===== src/rtl/cmp16_pkg.sv =====
package cmp16_pkg;
    typedef enum logic [1:0] {
        UPD_NOW = 2'b00,
        UPD_TOP = 2'b01,
        UPD_BOT = 2'b10,
        UPD_ANY = 2'b11
    } upd_mode_t;

    typedef enum logic { LD_IDLE, LD_WAIT } ld_state_t;
    typedef enum logic { FL_CLR, FL_SET } fl_state_t;

    localparam logic [1:0] ADDR_LO  = 2'd0;
    localparam logic [1:0] ADDR_HI  = 2'd1;
    localparam logic [1:0] ADDR_CTL = 2'd2;
endpackage


===== src/rtl/cmp16_bytereg.sv =====
module cmp16_bytereg
    import cmp16_pkg::*;
#(
    parameter int CW = 16,
    parameter int BW = 8
) (
    input  logic          clk,
    input  logic          rst_n,
    input  logic          wr_en,
    input  logic [1:0]    wr_addr,
    input  logic [BW-1:0] wr_data,
    input  logic [1:0]    mode,
    input  logic          at_top,
    input  logic          at_bottom,
    output logic [CW-1:0] hold_q,
    output logic [CW-1:0] act_q
);
    localparam int HW = CW - BW;

    logic [HW-1:0] temp_q;
    ld_state_t     st_q, st_d;
    logic          lo_wr, hi_wr, imm, strobe, load_now, xfer;
    logic [CW-1:0] joined;

    always_comb begin
        lo_wr  = wr_en && (wr_addr == ADDR_LO);
        hi_wr  = wr_en && (wr_addr == ADDR_HI);
        joined = {temp_q, wr_data};
        imm    = 1'b0;
        strobe = 1'b0;
        unique case (upd_mode_t'(mode))
            UPD_NOW: imm    = 1'b1;
            UPD_TOP: strobe = at_top;
            UPD_BOT: strobe = at_bottom;
            UPD_ANY: strobe = at_top || at_bottom;
        endcase
    end

    // next state
    always_comb begin
        st_d = st_q;
        unique case (st_q)
            LD_IDLE: if (lo_wr && !imm) st_d = LD_WAIT;
            LD_WAIT: begin
                if (lo_wr && !imm)  st_d = LD_WAIT;
                else if (strobe)    st_d = LD_IDLE;
            end
        endcase
    end

    // outputs of the load machine
    always_comb begin
        load_now = 1'b0;
        xfer     = 1'b0;
        unique case (st_q)
            LD_IDLE: load_now = lo_wr && imm;
            LD_WAIT: begin
                load_now = lo_wr && imm;
                xfer     = strobe;
            end
        endcase
    end

    always_ff @(posedge clk or negedge rst_n) begin
        if (!rst_n) st_q <= LD_IDLE;
        else        st_q <= st_d;
    end

    always_ff @(posedge clk or negedge rst_n) begin
        if (!rst_n) begin
            temp_q <= '0;
            hold_q <= '0;
            act_q  <= '0;
        end else begin
            if (hi_wr)         temp_q <= wr_data[HW-1:0];
            if (lo_wr)         hold_q <= joined;
            if (load_now)      act_q  <= joined;
            else if (xfer)     act_q  <= hold_q;
        end
    end
endmodule


===== src/rtl/cmp16_flag.sv =====
module cmp16_flag
    import cmp16_pkg::*;
(
    input  logic clk,
    input  logic rst_n,
    input  logic tick,
    input  logic match,
    input  logic clr_wr,
    input  logic ack,
    output logic pend,
    output logic flag
);
    fl_state_t st_q, st_d;
    logic      set_ev, clr_ev;

    always_comb begin
        set_ev = tick && pend;
        clr_ev = clr_wr || ack;
    end

    always_comb begin
        st_d = st_q;
        unique case (st_q)
            FL_CLR: if (set_ev)            st_d = FL_SET;
            FL_SET: if (clr_ev && !set_ev) st_d = FL_CLR;
        endcase
    end

    always_ff @(posedge clk or negedge rst_n) begin
        if (!rst_n) begin
            st_q <= FL_CLR;
            pend <= 1'b0;
        end else begin
            st_q <= st_d;
            if (tick) pend <= match;
        end
    end

    always_comb begin
        unique case (st_q)
            FL_CLR: flag = 1'b0;
            FL_SET: flag = 1'b1;
        endcase
    end
endmodule


===== src/rtl/cmp16_channel.sv =====
module cmp16_channel
    import cmp16_pkg::*;
#(
    parameter int CW = 16,
    parameter int BW = 8
) (
    input  logic          clk,
    input  logic          rst_n,
    input  logic          tick,
    input  logic [CW-1:0] cnt,
    input  logic          at_top,
    input  logic          at_bottom,
    input  logic [1:0]    mode,
    input  logic          period_sel,
    input  logic          wr_en,
    input  logic [1:0]    wr_addr,
    input  logic [BW-1:0] wr_data,
    input  logic [1:0]    rd_addr,
    output logic [BW-1:0] rd_data,
    input  logic          irq_ack,
    output logic          match,
    output logic          flag,
    output logic          irq,
    output logic [CW-1:0] top_val
);
    logic [CW-1:0] hold_q, act_q;
    logic          pend, ie_q, ctl_wr;

    cmp16_bytereg #(.CW(CW), .BW(BW)) regs_i (
        .clk(clk), .rst_n(rst_n), .wr_en(wr_en), .wr_addr(wr_addr),
        .wr_data(wr_data), .mode(mode), .at_top(at_top), .at_bottom(at_bottom),
        .hold_q(hold_q), .act_q(act_q)
    );

    always_comb begin
        match  = (cnt == act_q);
        ctl_wr = wr_en && (wr_addr == ADDR_CTL);
    end

    cmp16_flag flag_i (
        .clk(clk), .rst_n(rst_n), .tick(tick), .match(match),
        .clr_wr(ctl_wr && wr_data[0]), .ack(irq_ack),
        .pend(pend), .flag(flag)
    );

    always_ff @(posedge clk or negedge rst_n) begin
        if (!rst_n)      ie_q <= 1'b0;
        else if (ctl_wr) ie_q <= wr_data[1];
    end

    always_comb begin
        irq     = flag && ie_q;
        top_val = period_sel ? act_q : '1;
        unique case (rd_addr)
            2'd0: rd_data = hold_q[BW-1:0];
            2'd1: rd_data = BW'(hold_q[CW-1:BW]);
            2'd2: rd_data = {{(BW-2){1'b0}}, ie_q, flag};
            2'd3: rd_data = '0;
        endcase
    end
endmodule


===== config.mk =====
export PLATFORM = sky130hd
export DESIGN_NAME = cmp16_channel
export DESIGN_NICKNAME = d
export VERILOG_FILES = /design/src/rtl/cmp16_pkg.sv /design/src/rtl/cmp16_bytereg.sv /design/src/rtl/cmp16_flag.sv /design/src/rtl/cmp16_channel.sv
export SDC_FILE = /design/constraint.sdc
export NUM_CORES = 1
export LEC_CHECK = 0
export ABC_AREA = 0
export ABC_CLOCK_PERIOD_IN_PS = 1900
export BUFFER_PORTS_ARGS = -buffer_cell sky130_fd_sc_hd__buf_2
export CAP_MARGIN = 40
export CELL_PAD_IN_SITES_DETAIL_PLACEMENT = 0
export CELL_PAD_IN_SITES_GLOBAL_PLACEMENT = 1
export CORE_MARGIN = 1
export CORE_UTILIZATION = 26
export DETAILED_ROUTE_END_ITERATION = 10
export PLACE_DENSITY_LB_ADDON = 0.1
export SYNTH_ARGS = -nofsm -noshare
export SYNTH_HDL_FRONTEND = slang
export SYNTH_SLANG_ARGS = --single-unit

===== constraint.sdc =====
create_clock -name clk -period 1.9 [get_ports clk]
set_clock_uncertainty 0.2 [all_clocks]
set_input_delay 0.19 -clock clk [delete_from_list [all_inputs] [get_ports clk]]
set_output_delay 0.19 -clock clk [all_outputs]
set_load 0.005 [all_outputs]

==> results.rst <==
.. list-table::
   :header-rows: 1

   * - Metric
     - Value
   * - Area share of the leading cell type in the synthesized netlist
     - 49.75%
   * - Area of the core
     - 8217 um^2
   * - Unrepaired setup endpoints after global routing
     - true
   * - Distinct cell type count of the synthesized netlist
     - 32
   * - Sort of element at the end of the critical path
     - output pin
   * - Peak supply drop
     - 238.8 uV
   * - Rel. slew slack
     - 52.44%
   * - Number of nets still failing antenna checks after routing
     - 0
   * - Clock Latency Late Sink
     - 0.30 ns
   * - Wire length of the first global-routing pass
     - 9.287 mm
   * - Starting utilization of the core area
     - 26.94%
   * - Final Wtd Congestion
     - 0.6977
   * - Hold Crit Depth
     - 3
   * - Clock-pin slew on the worst setup and hold paths
     - 0.08 ns
   * - Type of the worst min-delay path
     - in2reg
   * - Number of antenna violations at the first check in global routing
     - 0
   * - Time the worst path needs with I/O delays and setup
     - 1.872 ns
   * - Post-synthesis cell type with the largest combined area
     - sky130_fd_sc_hd__dfrtp_1
   * - GRT Residual Overflow
     - 0
   * - Average routed wire per standard cell
     - 15.21 um
   * - Number of slew-limit violations in the final report
     - 0
   * - Final hold violation count
     - 0
   * - CP Launch Type
     - flip-flop
   * - ANT cells
     - 0
   * - Detailed-routed wire length on met2
     - 2.523 mm
   * - Highest-count cells in the layout ignoring fill and taps
     - sky130_fd_sc_hd__buf_2, sky130_fd_sc_hd__dfrtp_1, sky130_fd_sc_hd__nand2_1
   * - Reg-to-reg startpoint
     - regs_i.act_q[0]
   * - Max-cap viol count
     - 0
   * - Uppermost routed layer
     - met4
   * - Post-layout instance area
     - 2915 um^2
   * - Power Dens Cells
     - 967.9 nW/um^2
   * - Number of buffers inserted during clock tree synthesis
     - 5
   * - R2R setup slack
     - 0.17 ns
   * - Leakage dissipation
     - 1.404 nW
   * - Worst setup path class
     - reg2out
   * - Detailed-router iteration count before antenna repair
     - 4
   * - Chip Width
     - 94.27 um
   * - TritonCTS clock tree
     - yes
   * - Metal3 WL
     - 285 um
   * - H-tree depth
     - 2
   * - Final #Nets
     - 322
   * - Placed insts
     - 367
   * - Utilization of the core after routing
     - 35.48%
   * - Depth of the worst register-to-register path
     - 7
   * - Total global routing track utilization
     - 14.10%
   * - Leading cell type in the layout, fill and taps excluded
     - sky130_fd_sc_hd__buf_2
   * - Net count after synthesis
     - 239
   * - Number of port buffers
     - 64
   * - Metal-1 WL
     - 3.040 mm
   * - Endpoint of the worst hold path
     - ie_q
   * - Fmax achieved
     - 534.2 MHz
   * - Row Count
     - 33
   * - Total clock sinks
     - 44
   * - Destination of the worst register-to-register timing path
     - flag_i.pend
   * - Yosys Warn Count
     - 0
   * - Vias post-DR
     - 1714
   * - Die Span Y
     - 94.27 um
   * - Count of final setup violators
     - 0
   * - Arrival @ worst endpoint
     - 1.48 ns
   * - Period utilization
     - 98.53%
   * - Share of cells above drive strength 1
     - 40.14%
   * - Most area-consuming cells after synthesis
     - sky130_fd_sc_hd__dfrtp_1, sky130_fd_sc_hd__mux2_2, sky130_fd_sc_hd__xnor2_1, sky130_fd_sc_hd__mux2_4, sky130_fd_sc_hd__nand2_1
   * - Result of the run
     - completed
   * - Buffer depth of the longest clock path
     - 2
   * - Number of register bits inferred by synthesis
     - 44
   * - Root cell of the clock tree
     - sky130_fd_sc_hd__clkbuf_8
   * - Total DRC errors in the routed layout
     - 0
   * - Vias per cell
     - 4.406
   * - DP Area
     - 2661 um^2
   * - Number of top-level pins
     - 65
   * - Crit path launch
     - regs_i.act_q[0]
   * - Setup TNS Final
     - 0 ns
   * - Detailed Route WL
     - 5.918 mm
   * - Critical hold path startpoint
     - wr_en
   * - Share of synthesized area occupied by flip-flops and latches
     - 49.75%
   * - Die area
     - 8886 um^2
   * - Syn Inst Count
     - 201
   * - Number of violations reported at the end of detailed-routing iteration 0
     - 51
   * - Via count of the first global-routing pass
     - 1727
   * - Post-route non-filler standard cell count
     - 389
   * - Critical Path RT
     - 1.51 ns
   * - HPWL after detailed placement
     - 4.285 mm
   * - Maximum number of pins on one net before global-route repair
     - 45
   * - Critical-path maximum fanout
     - 3
   * - Cell area after technology mapping
     - 2213 um^2
   * - Slew at the pin with the worst max-slew slack
     - 0.7133 ns
   * - Mean instance size in the synthesized netlist
     - 11.01 um^2
   * - Layout-stage area growth over the synthesis result
     - 31.71%
metal layers:
metal	up-vias	global-route usage, %
met5	-	0
li1	858	-
met2	46	20.95
met3	6	3.074
met1	804	20.23
met4	0	4.231
state kept, by name, summed over array words and instances (netlist names):
register,cells
regs_i.act_q,16
ie_q,1
regs_i.st_q,1
regs_i.temp_q,8
regs_i.hold_q,16
flag_i.st_q,1
flag_i.pend,1
final cells by class:
type	count	area, um^2
fillers	866	5301
clock buffers	6	72.57
well taps	105	131.4
inverters	10	37.54
repair buffers	84	498.0
multi-input cells	139	1070
flip-flops and latches	44	1101
clock inverters	1	5.005
cells by family after synthesis:
group	Yosys count	share of synthesized area [%]
DFF	44	49.75
buffers and inverters	18	3.561
xor gates and xnor gates	16	6.331
and+or+nand+nor	57	12.78
muxes	34	18.37
AOI/OAI and AO/OA	32	9.214
critical path: stages, from the launching register on:
cell and delay (ns):
sky130_fd_sc_hd__dfrtp_1 0.41, sky130_fd_sc_hd__xnor2_1 0.17, sky130_fd_sc_hd__nand4_1 0.13, sky130_fd_sc_hd__nor4_2 0.32
sky130_fd_sc_hd__buf_2 0.17
how the worst max path moves through the flow:
stage,to,slack [ns],cells past startpoint
after floorplan,regs_i.hold_q[0],0.42,4
after global placement,match,0.06,4
after detailed placement,match,0.08,4
after CTS,match,0.007,4
after global routing,match,-0.1,4
final,match,0.03,4
metrics by stage:
step           setup WS (ns)  hold WS, ns  power (mW)
5_1_grt             -0.09932       0.1017       3.032
2_1_floorplan         0.4197      -0.3056       1.907
3_3_place_gp         0.06096       0.1244       2.220
3_5_place_dp         0.08440       0.1180       2.227
6_report             0.02797      0.08333       2.822
4_1_cts             0.007485      0.08538       2.837
synthesized netlist by cell type, drive strengths merged:
master and count:
nand4b 1, nand2 27, clkbuf 5, mux2i 8
or3b 1, mux2 26, buf 3, a21oi 11
o22ai 9, or2 1, inv 10, a32o 1
a31oi 1, and2 2, xnor2 16, nor2 9
a22oi 7, a22o 1, dfrtp 44, nand2b 7
nor3b 1, nor4 1, nor2b 1, nand4 4
o21ai 2, nand3b 2
what timing repair did:
item | CTS | global route
hold buffers | 11 | 0
endpoints found under the setup margin | 1 | 2
setup buffers | 5 | 0
endpoints found under the hold margin | 67 | 0
pin swaps | 1 | 6
resized for setup | 2 | 3
report_power, final:
group          switching, mW  internal [mW]  total (mW)
Clock                  0.319          0.251       0.570
Sequential             0.211           1.19        1.40
Combinational          0.355          0.493       0.848
Total                  0.885           1.94        2.82
Power figures use the tool's default switching activity.
